[src/rtl/spi_word_reader.sv]
module spi_word_reader #(
  parameter int          WORD_W    = 32,
  parameter int          ADDR_W    = 7,
  parameter int          MEM_WORDS = 100,
  parameter logic [7:0]  READ_CMD  = 8'h7F
) (
  input  logic              clk,
  input  logic              rst_n,
  input  logic              spi_sck,
  input  logic              spi_mosi,
  input  logic              spi_cs_n,
  output logic              spi_miso,
  output logic              mem_re,
  output logic [ADDR_W-1:0] mem_addr,
  input  logic [WORD_W-1:0] mem_rdata
);
  localparam int BW          = $clog2(WORD_W);
  localparam int PREFETCH_AT = WORD_W - 8;

  typedef enum logic [1:0] {ST_CMD, ST_ADDR, ST_STREAM, ST_REJECT} st_t;

  logic [2:0]        sck_q;
  logic [1:0]        mosi_q, cs_q;
  st_t               st;
  logic [6:0]        rx_sh;
  logic [2:0]        rx_cnt;
  logic [WORD_W-1:0] tx_sh, nxt_word;
  logic [BW-1:0]     tx_cnt;
  logic [ADDR_W-1:0] word_addr, mem_addr_q;
  logic              miso_q, re_q, req_ok, load_pend;

  wire       rise    = sck_q[1] & ~sck_q[2];
  wire       fall    = ~sck_q[1] & sck_q[2];
  wire       cs_s    = cs_q[1];
  wire [7:0] rx_byte = {rx_sh, mosi_q[1]};

  wire req_now = !cs_s &&
                 ((st == ST_ADDR && fall && rx_cnt == 3'd7) ||
                  (st == ST_STREAM && rise && tx_cnt == BW'(PREFETCH_AT)));
  wire [ADDR_W-1:0] req_addr = (st == ST_ADDR) ? rx_byte[ADDR_W-1:0]
                                               : word_addr + 1'b1;

  assign spi_miso = miso_q;
  assign mem_re   = re_q;
  assign mem_addr = mem_addr_q;

  always_ff @(posedge clk or negedge rst_n) begin
    if (!rst_n) begin
      sck_q      <= '0;
      mosi_q     <= '0;
      cs_q       <= '1;
      st         <= ST_CMD;
      rx_sh      <= '0;
      rx_cnt     <= '0;
      tx_sh      <= '0;
      tx_cnt     <= '0;
      nxt_word   <= '0;
      word_addr  <= '0;
      mem_addr_q <= '0;
      miso_q     <= 1'b0;
      re_q       <= 1'b0;
      req_ok     <= 1'b0;
      load_pend  <= 1'b0;
    end else begin
      sck_q     <= {sck_q[1:0], spi_sck};
      mosi_q    <= {mosi_q[0], spi_mosi};
      cs_q      <= {cs_q[0], spi_cs_n};
      re_q      <= 1'b0;
      load_pend <= re_q;
      if (load_pend) nxt_word <= req_ok ? mem_rdata : '0;

      if (req_now) begin
        re_q       <= 1'b1;
        mem_addr_q <= req_addr;
        word_addr  <= req_addr;
        req_ok     <= ({1'b0, req_addr} < (ADDR_W+1)'(MEM_WORDS));
      end

      if (cs_s) begin
        st     <= ST_CMD;
        rx_cnt <= '0;
        tx_cnt <= '0;
        miso_q <= 1'b0;
      end else begin
        case (st)
          ST_CMD: if (fall) begin
            rx_sh  <= rx_byte[6:0];
            rx_cnt <= rx_cnt + 1'b1;
            if (rx_cnt == 3'd7) st <= (rx_byte == READ_CMD) ? ST_ADDR : ST_REJECT;
          end
          ST_ADDR: if (fall) begin
            rx_sh  <= rx_byte[6:0];
            rx_cnt <= rx_cnt + 1'b1;
            if (rx_cnt == 3'd7) begin
              st     <= ST_STREAM;
              tx_cnt <= '0;
            end
          end
          ST_STREAM: if (rise) begin
            if (tx_cnt == '0) begin
              miso_q <= nxt_word[WORD_W-1];
              tx_sh  <= {nxt_word[WORD_W-2:0], 1'b0};
            end else begin
              miso_q <= tx_sh[WORD_W-1];
              tx_sh  <= {tx_sh[WORD_W-2:0], 1'b0};
            end
            tx_cnt <= tx_cnt + 1'b1;
          end
          default: miso_q <= 1'b0;
        endcase
      end
    end
  end

  assert_quiet_deselect_R7: assert property (@(posedge clk) disable iff (!rst_n)
    cs_s |=> !spi_miso);
  assert_reject_quiet_R6: assert property (@(posedge clk) disable iff (!rst_n)
    (st == ST_REJECT) |-> (!spi_miso && !mem_re));
  assert_miso_on_rise_R3: assert property (@(posedge clk) disable iff (!rst_n)
    !$stable(spi_miso) |-> ($past(rise) || $past(cs_s)));
  assert_read_pulse_R8: assert property (@(posedge clk) disable iff (!rst_n)
    mem_re |=> !mem_re);
  assert_read_in_stream_R8: assert property (@(posedge clk) disable iff (!rst_n)
    mem_re |-> (st == ST_STREAM));
endmodule

[config.mk]
export PLATFORM = sky130hd
export DESIGN_NAME = spi_word_reader
export DESIGN_NICKNAME = d
export VERILOG_FILES = /design/src/rtl/spi_word_reader.sv
export SDC_FILE = /design/constraint.sdc
export NUM_CORES = 1
export LEC_CHECK = 0
export BUFFER_PORTS_ARGS = -buffer_cell sky130_fd_sc_hd__buf_2
export CAP_MARGIN = 20
export CORE_MARGIN = 1
export CORE_UTILIZATION = 55
export DETAILED_ROUTE_END_ITERATION = 6
export PLACE_DENSITY_LB_ADDON = 0.25
export SYNTH_ARGS = -nofsm -noshare
export SYNTH_HDL_FRONTEND = slang
export SYNTH_SLANG_ARGS = --single-unit
[constraint.sdc]
create_clock -name clk -period 2.2 [get_ports clk]
set_clock_uncertainty 0.2 [all_clocks]
set_input_delay 0.11 -clock clk [delete_from_list [all_inputs] [get_ports clk]]
set_output_delay 0.11 -clock clk [all_outputs]
set_load 0.05 [all_outputs]
After elaboration in Yosys (flattened, before gate mapping):

Index checks and enable logic that the tools add are counted.

* $add $sub $neg: 3
* magnitude comparators: 1
* eq/ne operators: 11
* multiplexer cells: 23
* bitwise operators: 5
* reduce and logical (&&, ||, !) cells: 20

Operators by type and width (count)
* two-way mux 32 bit: 2
* two-way mux 5 bit: 4
* two-way mux 2 bit: 6
* != test 3 bit, second input constant: 4
* one-hot mux 5 bit (2 select lines): 1
* two-way mux 3 bit: 3
* == test 8 x 7 -> 1 bit, second input constant: 1
* adder 7 x 1 -> 7 bit, second input constant: 1
* < comparator 7 bit, second input constant: 1
* two-way mux 7 bit: 1
* AND reduction 3 bit: 2
* nonzero test 3 bit: 2
* adder 5 x 1 -> 5 bit, second input constant: 1
* == test 5 bit, second input constant: 1
* logical AND 1 bit: 5
* zero test 5 bit: 1
* AND reduction 5 bit: 1
* two-way mux 1 bit: 4
* one-hot mux 2 bit (2 select lines): 1
* AND reduction 2 bit: 2
* AND reduction 4 bit: 1
* nonzero test 2 bit: 2
* adder 3 x 1 -> 3 bit, second input constant: 1
* == test 3 bit, second input constant: 1
* other kinds (11): 14

* bits in registers: 99
* bits of input ports: 37
* output and inout bits: 9
* logic and storage cells: 77

Longest topological paths before layout:

* depth in word-level cells: 7
* depth in mapped cells: 8
* gate-level depth less buffers: 7

Worst setup path before layout:

Ideal clock, no wire load.

* path kind: register -> register
* start: register, netlist name mem_addr[0]
* end: register mem_addr_q[6] (netlist: mem_addr[6])
* library setup time: 66 ps
* arrival: 1834 ps
* required time: 1934 ps
* setup slack: 99 ps
* stages on the path, launching flop included: 6
* path buffers: 0
* clock period less this slack: 2101 ps
* path through: dfrtp_1 ha_1 nand3_1 or3_1 a31oi_1 mux2_4

RTL lines
* end signal, assigned: RTL line 74 `mem_addr_q <= req_addr;`
* end, declared: RTL line 29 `logic [ADDR_W-1:0] word_addr, mem_addr_q;`

Worst setup path in the final report:

* start: register rx_cnt[0]
* end: register req_ok

* cells in the longest elaborated chain, start to end: 4

Ends and longest elaborated chain
* start, declared: RTL line 26 `logic [2:0] rx_cnt;`
* start signal, assigned: RTL line 88 `rx_cnt <= rx_cnt + 1'b1;`
* start signal, assigned: RTL line 93 `rx_cnt <= rx_cnt + 1'b1;`
* == test 3 bit: RTL line 38 `((st == ST_ADDR && fall && rx_cnt == 3'd7) ||`
* logical AND 1 bit: RTL line 38
* logical OR 1 bit: RTL line 38
* logical AND 1 bit: RTL line 37 `wire req_now = !cs_s &&`
* end signal, assigned: RTL line 76 `req_ok <= ({1'b0, req_addr} < (ADDR_W+1)'(MEM_WORDS));`
* end, declared: RTL line 30 `logic miso_q, re_q, req_ok, load_pend;`

Every way passes these cells.
A chain may end at the register's enable or synchronous reset.

==> results by stage <==
Critical path:
- Walking the worst path, the cells encountered are ha_1, ha_1, nand3b_1, or3_4, a2111oi_2, a211oi_1.
- The type of the worst setup path is reg2reg.
- The worst register-to-register path begins at rx_cnt[0].
- For this run, the slowest stage of the critical path takes 0.39 ns.
- The worst-path maximum fanout is 4.
- The critical path contains buffers and inverters numbering 0 combined.
- The slowest stage of the critical path is the or3_4 cell.
- The arrival time of the worst setup path is 2.03 ns.
- The required time reported for the critical path endpoint is 2.22 ns.
- The cell family contributing the most delay on the critical path is simple AND/OR/NAND/NOR gates.
- The most numerous cell type found on the critical path is ha_1.
- STA classifies the critical path endpoint as a register.
- The worst setup path is launched from a register.
- The startpoint of the most critical setup path is rx_cnt[0].

Timing:
- The top achievable clock speed is 498 MHz.
- In the finished design, the share of the clock period the worst path needs comes to 91.2%.
- The final setup violation count is 0.
- The minimum clock period is 2.01 ns.
- The final max-slew violation count was 0.
- The total count of hold-check failures in the final report is 0.
- The worst slew margin relative to its limit is 57.5%.
- Setup repair after global routing left no endpoint under its margin.
- The minimum setup slack in the final design is 0.193 ns.
- The total negative setup slack is 0 ns.
- At the pin with the least slew margin, the transition time is 0.637 ns.

Floorplan:
- The die is 92.2 um wide.
- For this configuration, the core starts out at a cell density of 57.3%.
- The core box area is 0.00781 sq mm.
- 46 I/O pins were placed.
- Row generation in the floorplan step produced 32 rows.
- The die covers 0.00850 sq mm.
- The overall die height is 92.2 um.

Drt:
- For this block, the routed nets add up to 8.86 mm of wire.
- The remaining antenna violation count is 0.
- The total iterations of the first detailed-routing run is 4.
- The count of vias placed by the detailed router is 3378.
- After detailed routing, the number of vias per cell comes to 5.43.
- For this run, design rule violations remaining after detail routing come to 0.
- The per-cell routed wire length is 14.2 um.
- The violation count after the first detailed-route iteration is 124.

GRT:
- Global routing consumed, on the met3 layer, 6.47% of the routing resources.
- The number of antenna violations at the first check in global routing was 0.
- The global routing met2 resource utilization is 38.9%.
- The layer flagged by global routing as most heavily used is met2.
- The met1 global-route usage is 29.4%.
- For this run, the total global-route usage over all layers was measured as 23.0%.
- Entering global routing, the biggest net connects 65 pins.
- The number of global-route vias before repair is 3356.
- After global routing the overflow that remains totals 0.
- The first-pass GRT wire length is 15.4 mm.

Synthesis:
- After synthesis, the largest area contributor takes up 53.7% of total cell area.
- The total of warnings raised by yosys is 0.
- The share of the Yosys chip area taken by registers is 54.9%.
- The most used flip-flop cell after synthesis is dfrtp_1.
- The synthesis-stage register bit count is 98.
- After synthesis, the share of flip-flops with an asynchronous set or reset is 100%.
- Counting every net in the synthesized netlist gives 479.
- In the post-synthesis netlist, the biggest area contributors are dfrtp_1 54%, mux2i_1 6.9%, o21ai_0 4.7%.
- Synthesis produced a netlist whose cell count is 437.
- The synthesized netlist occupies a cell area of 0.00447 sq mm.
- After synthesis, the mean cell area works out to 10.2 sq um.
- The library cell with the largest summed area after synthesis is dfrtp_1.
- The number of distinct library cells after synthesis is 56.
- The synthesized design contains 0 enable-type register cells.

Power:
- For this design the static power due to leakage is 2.83 nW.
- The power density relative to cell area is 615 mW/mm^2.
- The analysis attributes to net switching a power of 0.000768 W.
- IR analysis of the VDD net gives a maximum drop of 457 uV.
- The share of total power dissipated in the clock network is 35.5%.
- The fraction of power spent switching nets is 23.1%.
- The part of the total power dissipated in combinational logic is 6.4%.
- The sequential fraction of design power is 58.1%.
- Cell internal power was estimated by the tool at 0.00255 W.

Cells and area:
- With fillers left out, the area of the finished cells amounts to 0.00540 sq mm.
- The top cell types in the final layout, fill and taps aside, are 96 x dfrtp_1, 44 x buf_2, 43 x nand2_1.
- After the flow finishes, the layout carries non-filler instances totaling 622.
- The antenna diode count is 0.
- Of the cells placed in the final design, the portion with a size suffix greater than 1 is 18.7%.
- Leaving out fill and tap cells, the most frequent cell in the layout is dfrtp_1.
- The final-stage net count is 557.
- The layout overhead on the synthesized area is 20.6%.

Placed design:
- Detailed placement ended at an HPWL of 5.62 mm.
- At the end of routability-driven placement, the weighted congestion stood at 0.924.
- OpenSTA, run right after detailed placement, puts the worst setup slack at 0.201 ns.
- The number of input and output port buffers inserted is 45.
- The number of placed instances, taps included, is 570.
- The placement-stage cell area is 0.00483 sq mm.

Clock network:
- Clock-pin slew was measured on the worst setup and hold paths at 0.09 ns.
- CTS built an H-tree with a depth of 3.
- Buffers inserted to repair hold after CTS numbered 36.
- The TritonCTS sink count is 98.
- The buffers inserted during post-CTS setup optimization is 0.
- The cell sitting at the root of the clock tree is a clkbuf_8.
- Clock tree synthesis inserted a total of 9 buffers.
- The post-CTS resize count is 0.
- The clock latency on the worst-skew pair is 0.36 ns.
- The number of buffers between clock root and the deepest sink is 2.
- The clock tree from TritonCTS is built.

Job:
- The max capacitance violation total is 0.

Outcome:
- The run finished with clean final reports.

Hold path:
- The worst min-delay path class is in2async.
-- worst reg2reg max path, stage by stage, from the launching register on --
cell and delay (ns):
dfrtp_1 0.38, ha_1 0.16, ha_1 0.15, nand3b_1 0.16
or3_4 0.39, a2111oi_2 0.32, a211oi_1 0.11
-- stage by stage --
step                      power [W]  hold WS (ns)  util, %
after floorplan             0.00202        -0.386        -
after global placement      0.00212       -0.0880     61.9
after detailed placement    0.00213       -0.0905     61.9
after CTS                   0.00337        0.0597     69.1
after global routing        0.00348         0.107     69.1
final                       0.00332        0.0615     69.1
-- cell families after synthesis --
group | after synthesis | synth area share (%)
AND/OR/NAND/NOR | 124 | 15.1
adder cells (fa/ha/maj) | 5 | 1.40
multiplexers | 39 | 9.04
AO/OA/AOI/OAI | 106 | 13.4
buffers and inverters | 64 | 5.99
flip-flops | 98 | 54.9
XOR/XNOR | 1 | 0.196
-- worst paths after layout --
check | end | slack [ns] | depth (start not counted)
min | nxt_word[19] | 0.06 | 2
max in group asynchronous | cs_q[1] | 1.02 | 3
max reg2reg | req_ok | 0.19 | 6
max | req_ok | 0.19 | 6
min in group clk | sck_q[1] | 0.16 | 0
min reg2reg | sck_q[1] | 0.16 | 0
-- flip-flops by register name, indices dropped and copies added, names as in the netlist --
name	count
cs_q	2
load_pend	1
mem_addr	7
mem_re	1
mosi_q	2
nxt_word	32
req_ok	1
rx_cnt	3
rx_sh	7
sck_q	3
spi_miso	1
st	2
tx_cnt	5
tx_sh	31
-- final cells by class --
class,instances,area (sq um)
Clock inverter,5,62.6
Tap cell,102,128
Multi-Input combinational cell,275,1750
Timing Repair Buffer,95,718
Clock buffer,11,141
Inverter,36,138
Sequential cell,98,2450
Fill cell,593,2410
-- routing by layer --
metal / wire, um / share of wire [%]
met4: 76 / 0.86
met5: 0 / 0
met3: 264 / 3.0
met1: 4260 / 48
met2: 4250 / 48
-- power groups by stage --
stage	Combinational [W]	Sequential [W]	Clock, W
2_1_floorplan	0.0000808	0.00194	0
3_3_place_gp	0.000161	0.00196	0
3_5_place_dp	0.000166	0.00196	0
4_1_cts	0.000215	0.00193	0.00123
5_1_grt	0.000238	0.00194	0.00130
6_report	0.000212	0.00193	0.00118
-- synthesized netlist by cell type, types with 2 or more instances --
cell / instances
dfrtp_1: 96
nand2_1: 44
o21ai_0: 42
nand3_1: 39
inv_1: 35
o21ai_1: 33
mux2i_1: 31
clkbuf_1: 16
a21oi_1: 13
nor2_1: 9
mux2_2: 7
buf_2: 5
ha_1: 5
nor3_1: 5
a31oi_1: 3
buf_1: 3
buf_4: 3
nor2b_1: 3
or3_1: 3
and2_1: 2
dfstp_2: 2
o22a_1: 2
o2bb2ai_1: 2
o31ai_1: 2
Power figures use the tool's default switching activity.
